[src/rtl/lpt_pkg.sv]
package lpt_pkg;
  typedef enum logic [2:0] {
    A_CTRL = 3'd0,
    A_IEN  = 3'd1,
    A_STAT = 3'd2,
    A_ICLR = 3'd3,
    A_CFG  = 3'd4,
    A_ARR  = 3'd5,
    A_CNT  = 3'd6
  } reg_addr_e;

  localparam int PSC_LSB   = 9;
  localparam int FLAG_W    = 3;
  localparam int F_MATCH   = 0;
  localparam int F_ARRDONE = 1;
  localparam int F_IENDONE = 2;
  localparam int ST_ACTIVE = 3;
  localparam int C_EN      = 0;
  localparam int C_SINGLE  = 1;
  localparam int C_CONT    = 2;
endpackage

[src/rtl/lpt_land.sv]
// Holds a written value until DELAY slow ticks after acceptance, then lands it.
module lpt_land #(
  parameter int          W     = 16,
  parameter int          DELAY = 2,
  parameter logic [W-1:0] RST  = '0
) (
  input  logic         clk_i,
  input  logic         rst_ni,
  input  logic         tick_i,
  input  logic         clr_i,
  input  logic         wr_i,
  input  logic [W-1:0] data_i,
  output logic [W-1:0] data_o,
  output logic         fire_o
);
  localparam int CW = $clog2(DELAY + 1);

  logic          pend_q;
  logic [CW-1:0] cnt_q;
  logic [W-1:0]  buf_q;
  logic [W-1:0]  data_q;
  logic          fire_q;

  always_ff @(posedge clk_i or negedge rst_ni) begin
    if (!rst_ni) begin
      pend_q <= 1'b0;
      cnt_q  <= '0;
      buf_q  <= '0;
      data_q <= RST;
      fire_q <= 1'b0;
    end else begin
      fire_q <= 1'b0;
      if (clr_i) begin
        pend_q <= 1'b0;
        cnt_q  <= '0;
      end else if (wr_i) begin
        pend_q <= 1'b1;
        cnt_q  <= '0;
        buf_q  <= data_i;
      end else if (pend_q && tick_i) begin
        if (cnt_q == CW'(DELAY - 1)) begin
          pend_q <= 1'b0;
          cnt_q  <= '0;
          data_q <= buf_q;
          fire_q <= 1'b1;
        end else begin
          cnt_q <= cnt_q + 1'b1;
        end
      end
    end
  end

  assign data_o = data_q;
  assign fire_o = fire_q;
endmodule

[src/rtl/lpt_counter.sv]
// Prescaled up-counter with reload match, single or continuous.
module lpt_counter #(
  parameter int CNT_W = 16,
  parameter int PSC_W = 3
) (
  input  logic             clk_i,
  input  logic             rst_ni,
  input  logic             tick_i,
  input  logic             active_i,
  input  logic             start_i,
  input  logic             single_i,
  input  logic [PSC_W-1:0] psc_i,
  input  logic [CNT_W-1:0] arr_i,
  output logic [CNT_W-1:0] cnt_o,
  output logic             match_o
);
  localparam int DW = (1 << PSC_W) - 1;

  logic             run_q;
  logic             single_q;
  logic             match_q;
  logic [CNT_W-1:0] cnt_q;
  logic [DW-1:0]    div_q;
  logic [DW-1:0]    div_lim;

  assign div_lim = ~({DW{1'b1}} << psc_i);

  always_ff @(posedge clk_i or negedge rst_ni) begin
    if (!rst_ni) begin
      run_q    <= 1'b0;
      single_q <= 1'b0;
      match_q  <= 1'b0;
      cnt_q    <= '0;
      div_q    <= '0;
    end else begin
      match_q <= 1'b0;
      if (!active_i) begin
        run_q <= 1'b0;
        cnt_q <= '0;
        div_q <= '0;
      end else if (start_i) begin
        run_q    <= 1'b1;
        single_q <= single_i;
        cnt_q    <= '0;
        div_q    <= '0;
      end else if (run_q && tick_i) begin
        if (div_q == div_lim) begin
          div_q <= '0;
          if (cnt_q == arr_i) begin
            match_q <= 1'b1;
            cnt_q   <= '0;
            if (single_q) run_q <= 1'b0;
          end else begin
            cnt_q <= cnt_q + 1'b1;
          end
        end else begin
          div_q <= div_q + 1'b1;
        end
      end
    end
  end

  assign cnt_o   = cnt_q;
  assign match_o = match_q;
endmodule

[src/rtl/lp_event_timer.sv]
module lp_event_timer #(
  parameter int DATA_W  = 32,
  parameter int CNT_W   = 16,
  parameter int PSC_W   = 3,
  parameter int EN_DLY  = 2,
  parameter int WR_DLY  = 2,
  parameter logic [CNT_W-1:0] ARR_RST = '1
) (
  input  logic              clk_i,
  input  logic              rst_ni,
  input  logic              tick_i,
  input  logic              req_i,
  input  logic              we_i,
  input  logic [2:0]        addr_i,
  input  logic [DATA_W-1:0] wdata_i,
  output logic [DATA_W-1:0] rdata_o,
  output logic              irq_o
);
  import lpt_pkg::*;

  localparam int EW = $clog2(EN_DLY + 1);

  logic wr_ctrl, wr_ien, wr_iclr, wr_cfg, wr_arr;
  logic wr_en;

  assign wr_en   = req_i & we_i;
  assign wr_ctrl = wr_en && (addr_i == A_CTRL);
  assign wr_ien  = wr_en && (addr_i == A_IEN);
  assign wr_iclr = wr_en && (addr_i == A_ICLR);
  assign wr_cfg  = wr_en && (addr_i == A_CFG);
  assign wr_arr  = wr_en && (addr_i == A_ARR);

  logic unused_wdata;
  assign unused_wdata = ^wdata_i[DATA_W-1:CNT_W];

  // enable with delayed activation
  logic          en_q, active_q;
  logic [EW-1:0] en_dly_q;

  always_ff @(posedge clk_i or negedge rst_ni) begin
    if (!rst_ni) begin
      en_q     <= 1'b0;
      active_q <= 1'b0;
      en_dly_q <= '0;
    end else if (wr_ctrl && !wdata_i[C_EN]) begin
      en_q     <= 1'b0;
      active_q <= 1'b0;
      en_dly_q <= '0;
    end else if (wr_ctrl && !en_q) begin
      en_q     <= 1'b1;
      en_dly_q <= '0;
    end else if (en_q && !active_q && tick_i) begin
      if (en_dly_q == EW'(EN_DLY - 1)) active_q <= 1'b1;
      else en_dly_q <= en_dly_q + 1'b1;
    end
  end

  // start request held until active
  logic start_pend_q, start_single_q, start_go;
  assign start_go = active_q & start_pend_q;

  always_ff @(posedge clk_i or negedge rst_ni) begin
    if (!rst_ni) begin
      start_pend_q   <= 1'b0;
      start_single_q <= 1'b0;
    end else if (wr_ctrl) begin
      if (wdata_i[C_EN] && (wdata_i[C_SINGLE] || wdata_i[C_CONT])) begin
        start_pend_q   <= 1'b1;
        start_single_q <= ~wdata_i[C_CONT];
      end else begin
        start_pend_q <= 1'b0;
      end
    end else if (start_go) begin
      start_pend_q <= 1'b0;
    end
  end

  logic [PSC_W-1:0] psc_q;
  always_ff @(posedge clk_i or negedge rst_ni) begin
    if (!rst_ni)     psc_q <= '0;
    else if (wr_cfg) psc_q <= wdata_i[PSC_LSB +: PSC_W];
  end

  // write crossings
  logic [CNT_W-1:0]  arr_q;
  logic              arr_fire;
  logic [FLAG_W-1:0] ien_q;
  logic              ien_fire;

  lpt_land #(.W(CNT_W), .DELAY(WR_DLY), .RST(ARR_RST)) u_arr_land (
    .clk_i  (clk_i),
    .rst_ni (rst_ni),
    .tick_i (tick_i),
    .clr_i  (~en_q),
    .wr_i   (wr_arr & en_q),
    .data_i (wdata_i[CNT_W-1:0]),
    .data_o (arr_q),
    .fire_o (arr_fire)
  );

  lpt_land #(.W(FLAG_W), .DELAY(WR_DLY), .RST('0)) u_ien_land (
    .clk_i  (clk_i),
    .rst_ni (rst_ni),
    .tick_i (tick_i),
    .clr_i  (1'b0),
    .wr_i   (wr_ien),
    .data_i (wdata_i[FLAG_W-1:0]),
    .data_o (ien_q),
    .fire_o (ien_fire)
  );

  logic [CNT_W-1:0] cnt_val;
  logic             cnt_match;

  lpt_counter #(.CNT_W(CNT_W), .PSC_W(PSC_W)) u_counter (
    .clk_i    (clk_i),
    .rst_ni   (rst_ni),
    .tick_i   (tick_i),
    .active_i (active_q),
    .start_i  (start_go),
    .single_i (start_single_q),
    .psc_i    (psc_q),
    .arr_i    (arr_q),
    .cnt_o    (cnt_val),
    .match_o  (cnt_match)
  );

  // status flags: set wins over clear in the same cycle
  logic [FLAG_W-1:0] flags_q, flag_set, flag_clr;
  always_comb begin
    flag_set            = '0;
    flag_set[F_MATCH]   = cnt_match;
    flag_set[F_ARRDONE] = arr_fire;
    flag_set[F_IENDONE] = ien_fire;
    flag_clr            = wr_iclr ? wdata_i[FLAG_W-1:0] : '0;
  end

  always_ff @(posedge clk_i or negedge rst_ni) begin
    if (!rst_ni) flags_q <= '0;
    else         flags_q <= (flags_q & ~flag_clr) | flag_set;
  end

  assign irq_o = |(flags_q & ien_q);

  always_comb begin
    rdata_o = '0;
    unique case (addr_i)
      A_CTRL: rdata_o[C_EN] = en_q;
      A_IEN:  rdata_o[FLAG_W-1:0] = ien_q;
      A_STAT: begin
        rdata_o[FLAG_W-1:0] = flags_q;
        rdata_o[ST_ACTIVE]  = active_q;
      end
      A_CFG:  rdata_o[PSC_LSB +: PSC_W] = psc_q;
      A_ARR:  rdata_o[CNT_W-1:0] = arr_q;
      A_CNT:  rdata_o[CNT_W-1:0] = cnt_val;
      default: rdata_o = '0;
    endcase
  end
endmodule

[config.mk]
export PLATFORM = sky130hd
export DESIGN_NAME = lp_event_timer
export DESIGN_NICKNAME = d
export VERILOG_FILES = /design/src/rtl/lpt_pkg.sv /design/src/rtl/lpt_land.sv /design/src/rtl/lpt_counter.sv /design/src/rtl/lp_event_timer.sv
export SDC_FILE = /design/constraint.sdc
export NUM_CORES = 1
export LEC_CHECK = 0
export ABC_CLOCK_PERIOD_IN_PS = 6750
export CAP_MARGIN = 0
export CORE_ASPECT_RATIO = 0.6
export CORE_MARGIN = 2
export CORE_UTILIZATION = 45
export CTS_CLUSTER_DIAMETER = 150
export CTS_CLUSTER_SIZE = 10
export DETAILED_ROUTE_END_ITERATION = 12
export PLACE_DENSITY = 0.7
export SYNTH_ARGS = -nofsm -noshare
export SYNTH_HDL_FRONTEND = slang
export SYNTH_SLANG_ARGS = --single-unit
[constraint.sdc]
create_clock -name clk_i -period 6.75 [get_ports clk_i]
set_clock_uncertainty 0.05 [all_clocks]
set_input_delay 1.6875 -clock clk_i [delete_from_list [all_inputs] [get_ports clk_i]]
set_output_delay 1.6875 -clock clk_i [all_outputs]
set_load 0.1 [all_outputs]
==> impl_metrics.toml, run 1 <==
[status]
status = "finished clean"

[sta]
max_slew_margin_pct = 29.5
hold_violations = 0
finalCritPeriodShare_pct = 83.5
fmax_mhz = 177
tightest_slew_ps = 1060
rsz0062_at_grt = "false"
setup_tns_ps = 0
finalWorstSetupSlack_ps = 1110
slew_viol_final = 0
finalSetupViolCount = 0
finalCriticalPeriod_ps = 5640
whs_ps = 387

[clock_tree]
cts_setup_buffers = 0
clkTransAtPathRegs_ps = 60
clock_latency_ps = 350
cts_buffer_depth = 2
cts_made_buffers = 9
cts_sinks = 84
ctsResizeCount = 0
clock-root-buffer = "clkbuf_16"
hold_buffers = 0
cts_tree = "done"
cts_htree_levels = 3

[synthesis]
async_reset_ff_share_pct = 100
syn_inst = 432
yosys_warnings = 0
synth_edf_count = 0
yosysUniqueCellTypes = 59
ys_ff_latch = 84
synth_area_um2 = 4650
yosysSeqAreaShare_pct = 45.7
synth_top_flop_cell = "dfrtp_1"
syn_avg_cell_area_um2 = 10.8

[floorplan]
initial_core_util_pct = 46.7
io_pins = 73
dieArea_um2 = 11200
die_y_um = 82.7
die_w_um = 135
core-area_um2 = 9950
num_rows = 28

[placement]
hpwl_um = 7340
gp_congestion = 0.883
portBuffers = 40
dpl_cell_area_um2 = 5000
pre_cts_ws_ps = 1140

[setup_path]
worstSetupPathType = "input pin to output pin"
cp-start-kind = "input pin"
max_stage_delay_ps = 630
crit_chain = "clkdlybuf4s50_1 -> inv_1 -> ha_1 -> and2_0 -> a22oi_1 -> o21ai_0 -> and2_1 -> buf_4"
path_max_fanout = 14
reg2reg_slack_ps = 4270
critical_path_required_ps = 5010
crit_arrival_ps = 3900
critPathSlowestCell = "and2_0"
r2r_end = "u_counter.cnt_o[2]"
crit_family = "buffers and inverters"
r2r-start = "u_counter.cnt_o[11]"
reg2reg_depth = 5
crit_buf_inv = 3
critPathCaptureType = "output pin"

[layout]
n_antenna_cell = 0
fin_nets = 505
area_growth_pct = 13.7
drive_gt1_share_pct = 24.0
post-route-cell-area_um2 = 5280

[flow_run]
maxCapViolCount = 0

[route]
drt-pass1-iter-count = 5
vias_per_cell = 5.75
num_vias = 3440
wl_um = 10500
remaining_drc_errors = 0
routedWlPerCell_um = 17.6
dr.first_iter.drc_count = 247
postRouteAntennaNets = 0

[grt]
grtUsageTotal_pct = 19.8
grt_max_degree = 85
antenna_found_initial = 0
grt_pass1_vias = 3266
grt_pass1_wl_um = 16800
gr-total-overflow = 0

[pwr]
irDropWorstVdd_mv = 0.157
p_total_mw = 1.40
leakage_nw = 2.35
power.density_nw_per_um2 = 266

[worst_hold_path]
min_path_cells = 1
hold_class = "flop to flop"
hold_end = "flags_q[2]"
worstHoldStart = "u_ien_land.fire_o"
state kept, by name, indices dropped and copies added (netlist names), 2 cells and up:
register           flops
psc_q                  3
u_counter.cnt_o       16
u_arr_land.buf_q      16
u_counter.div_q        7
u_ien_land.cnt_q       2
flags_q                3
u_arr_land.data_o     16
u_ien_land.data_o      3
en_dly_q               2
u_arr_land.cnt_q       2
u_ien_land.buf_q       3
worst max path at each step:
stage                       to  depth (start not counted)  slack (ps)       from
floorplan           rdata_o[0]                          5        1430  addr_i[2]
global placement    rdata_o[2]                          6        1190  addr_i[2]
detailed placement  rdata_o[2]                          8        1140  addr_i[0]
CTS                 rdata_o[2]                          8        1130  addr_i[0]
global route        rdata_o[1]                          8         970  addr_i[0]
finish              rdata_o[1]                          8        1110  addr_i[0]
cell type report:
| class | count | area, um2 |
|---|---|---|
| clock buffer | 10 | 229 |
| clock inverter | 6 | 55.1 |
| fill | 871 | 4670 |
| inverter | 8 | 30.0 |
| multi-input combinational | 314 | 2310 |
| sequential | 84 | 2120 |
| tap | 135 | 169 |
| timing repair buffer | 41 | 365 |
synth_stat cells (2+ instances only):
library cell	n	area, um2
o21ai_1	4	20.0
o22ai_1	4	25.0
nand4b_1	2	17.5
a21oi_1	9	45.0
nand2_1	37	139
nor2b_1	2	12.5
and2_1	7	43.8
xor2_1	23	201
buf_6	2	22.5
a22oi_1	4	30.0
nor3_1	13	65.1
or3_1	8	50.1
buf_2	8	40.0
or2_2	3	18.8
nand3_1	12	60.1
clkbuf_1	15	56.3
o21ai_0	7	35.0
nor4_1	3	18.8
and3_1	5	31.3
buf_4	16	120
o22ai_4	2	40.0
a21o_1	4	30.0
nand4_1	9	56.3
dfrtp_1	68	1700
nor2_1	16	60.1
xnor2_1	3	26.3
o211ai_1	17	128
nand2b_1	2	12.5
mux2_2	45	507
inv_1	8	30.0
o2bb2ai_1	2	17.5
o2111ai_1	5	43.8
dfstp_2	16	420
nor4_2	2	25.0
and3b_1	2	17.5
ha_1	7	87.6
a32oi_1	3	26.3
a211oi_1	6	45.0
a22o_1	11	96.3
cells in the final DEF, fill, tap and decap left out, types with 11 or more instances in the layout:
| cell | n |
|---|---|
| buf_4 | 18 |
| nor2_1 | 16 |
| nand3_1 | 12 |
| dfstp_2 | 16 |
| o211ai_1 | 17 |
| nand2_1 | 37 |
| clkdlybuf4s50_1 | 23 |
| nor3_1 | 13 |
| dfrtp_1 | 68 |
| xor2_1 | 23 |
| conb_1 | 16 |
| mux2_2 | 45 |
| a22o_1 | 11 |
layer usage:
layer / vias up / share of wire [%] / track usage, %
li1: 1606 / - / -
met1: 1715 / 49 / 28.4
met2: 100 / 44 / 28.9
met3: 19 / 5.7 / 5.25
met4: 0 / 1.3 / 6.67
met5: - / 0 / 0
cells by family (layout without fill, tap and decap cells):
logic type | after synthesis | in the layout | synth area share (%)
buf+inv | 49 | 65 | 5.79
other cells | 1 | 16 | 0.0807
flops | 84 | 84 | 45.7
fa+ha+maj | 7 | 7 | 1.88
mux | 45 | 45 | 10.9
compound gates | 88 | 88 | 15.2
simple gates | 132 | 132 | 15.6
xor+xnor | 26 | 26 | 4.90
through the flow:
| step | std cells | utilization [%] |
|---|---|---|
| floorplan | 447 | - |
| global placement | 582 | 50.3 |
| detailed placement | 582 | 50.3 |
| CTS | 598 | 53.1 |
| global route | 598 | 53.1 |
| finish | 598 | 53.1 |
where the power goes:
group          switching (mW)  total (mW)  internal (mW)
clock                   0.215       0.473          0.258
sequential             0.0583       0.621          0.562
combinational           0.204       0.311          0.107
No activity file was read; power rests on OpenSTA's default activity.
==> run 2, diff against run 1 <==
- ABC_CLOCK_PERIOD_IN_PS: 6750 -> 5400
- clock period: 6.75 -> 5.4 ns (I/O delays scaled with it)
==> run 2 against run 1 <==
- final cell count up 0.33%
- design area up 4.3%
- first-iteration DRC count down 23%
- global-route usage up 0.60 points
- critical path depth unchanged
- utilization up 2.3 points
- clock power up 36%
- routed wire length about the same
- sequential cell count unchanged
- die area unchanged
- sequential power up 25%
- setup slack worse by 630 ps
- largest cell class unchanged
==> impl_metrics.toml, run 2 (synthesis gave the netlist of run 1 again) <==
[setup_path]
critical_path_required_ps = 4000
worstSetupPathType = "input pin to output pin"
max_stage_delay_ps = 660
critPathSlowestCell = "and2_0"
crit_arrival_ps = 3520
critPathCaptureType = "output pin"
path_max_fanout = 14
reg2reg_depth = 5
crit_buf_inv = 3
crit_cells = 8
crit_chain = "clkdlybuf4s50_1 -> inv_1 -> ha_1 -> and2_0 -> a22oi_1 -> o21ai_0 -> and2_1 -> buf_12"
crit_family = "simple AND/OR/NAND/NOR gates"
cp-start-kind = "input pin"

[sta]
rsz0062_at_grt = "false"
finalCriticalPeriod_ps = 4920
hold_violations = 0
fmax_mhz = 203
slew_viol_final = 0
max_slew_margin_pct = 29.6
finalSetupViolCount = 0
finalCritPeriodShare_pct = 91.1
setup_tns_ps = 0
tightest_slew_ps = 1060

[clock_tree]
ctsResizeCount = 0
cts_tree = "done"
clkTransAtPathRegs_ps = 60
cts_htree_levels = 3
cts_buffer_depth = 2
cts_setup_buffers = 0
clock_latency_ps = 350
cts_sinks = 84
clock-root-buffer = "clkbuf_16"
hold_buffers = 0
cts_made_buffers = 9

[placement]
portBuffers = 40
hpwl_um = 7470
gp_congestion = 0.911
placed_cells = 584

[layout]
stdcell_count = 600
final_common_cell = "dfrtp_1"
final_cell_mix = "68 x dfrtp_1, 45 x mux2_2, 37 x nand2_1"
n_antenna_cell = 0
drive_gt1_share_pct = 24.5
multi_input_area_um2 = 2310
fill_cells = 873
fin_nets = 507
area.sequential_um2 = 2120
area_growth_pct = 18.6

[route]
remaining_drc_errors = 0
routedWlPerCell_um = 17.5
dr.first_iter.drc_count = 190
postRouteAntennaNets = 0
vias_per_cell = 5.75
drt-pass1-iter-count = 5
num_vias = 3451
wl_um = 10500

[pwr]
seq_power_share_pct = 42.7
pwr-share-clk_pct = 35.5
p_sw_mw = 0.606
combPwrFrac_pct = 21.9
irDropWorstVdd_mv = 0.189
internal_power_mw = 1.21
leakage_nw = 2.41
sw_frac_of_total_pct = 33.3
power.density_nw_per_um2 = 330
p_total_mw = 1.82

[grt]
gr-total-overflow = 0
antenna_found_initial = 0
grt_max_degree = 85
grt_pass1_wl_um = 17400
grtUsageTotal_pct = 20.4
grt_pass1_vias = 3297

[floorplan]
die_w_um = 135
die_y_um = 82.7
num_rows = 28
core-area_um2 = 9950
initial_core_util_pct = 46.7
dieArea_um2 = 11200
io_pins = 73

[worst_hold_path]
min_path_cells = 1
hold_class = "flop to flop"

[flow_run]
maxCapViolCount = 0

[status]
status = "finished clean"
==> run 2: cell types whose count changed in the layout (fill, tap and decap cells not counted), sizes merged <==
cell,delta
buf,+2
bufinv,+1
clkinv,-1
clkbuf,-1
inv,+1
==> run 2: per-stage QoR <==
| step | utilization, % | instance area [um2] | hold WS, ps | setup WS [ps] |
|---|---|---|---|---|
| floorplan | - | 4700 | 354 | 759 |
| detailed placement | 52.3 | 5200 | 379 | 524 |
| finish | 55.4 | 5510 | 384 | 479 |
| CTS | 55.4 | 5510 | 393 | 508 |
| global placement | 52.3 | 5200 | 362 | 575 |
| global route | 55.4 | 5510 | 405 | 333 |
==> run 2: power groups by stage <==
stage,registers (mW),clock network [mW],logic [mW]
after floorplan,0.750,0,0.335
after global placement,0.780,0,0.389
after detailed placement,0.787,0,0.398
after CTS,0.776,0.657,0.399
after global routing,0.787,0.685,0.428
final,0.777,0.645,0.398
==> run 2: final cells by class <==
| type | instances | area share, % |
|---|---|---|
| flip-flops and latches | 84 | 38.5 |
| multi-input cells | 314 | 42.0 |
| well taps | 135 | 3.06 |
| clock inverters | 7 | 1.54 |
| clock buffers | 9 | 4.09 |
| inverters | 8 | 0.545 |
| repair buffers | 43 | 10.3 |
==> run 2: final timing paths <==
| path | startpoint | end | slack, ps |
|---|---|---|---|
| max in group asynchronous | rst_ni | u_arr_land.buf_q[0] | 3470 |
| max reg2reg | u_counter.cnt_o[3] | u_counter.cnt_o[2] | 2920 |
| max | addr_i[0] | rdata_o[2] | 480 |
| min | u_ien_land.fire_o | flags_q[2] | 380 |
| min in group asynchronous | rst_ni | u_counter.div_q[4] | 1110 |
| min reg2reg | u_ien_land.fire_o | flags_q[2] | 380 |
==> run 2: metal layers <==
metal	up-vias	part of all wire (%)	global-route usage [%]
met4	0	2.0	6.15
met5	-	0	0
met3	18	6.4	5.31
met1	1713	49	29.7
li1	1609	-	-
met2	111	42	29.7
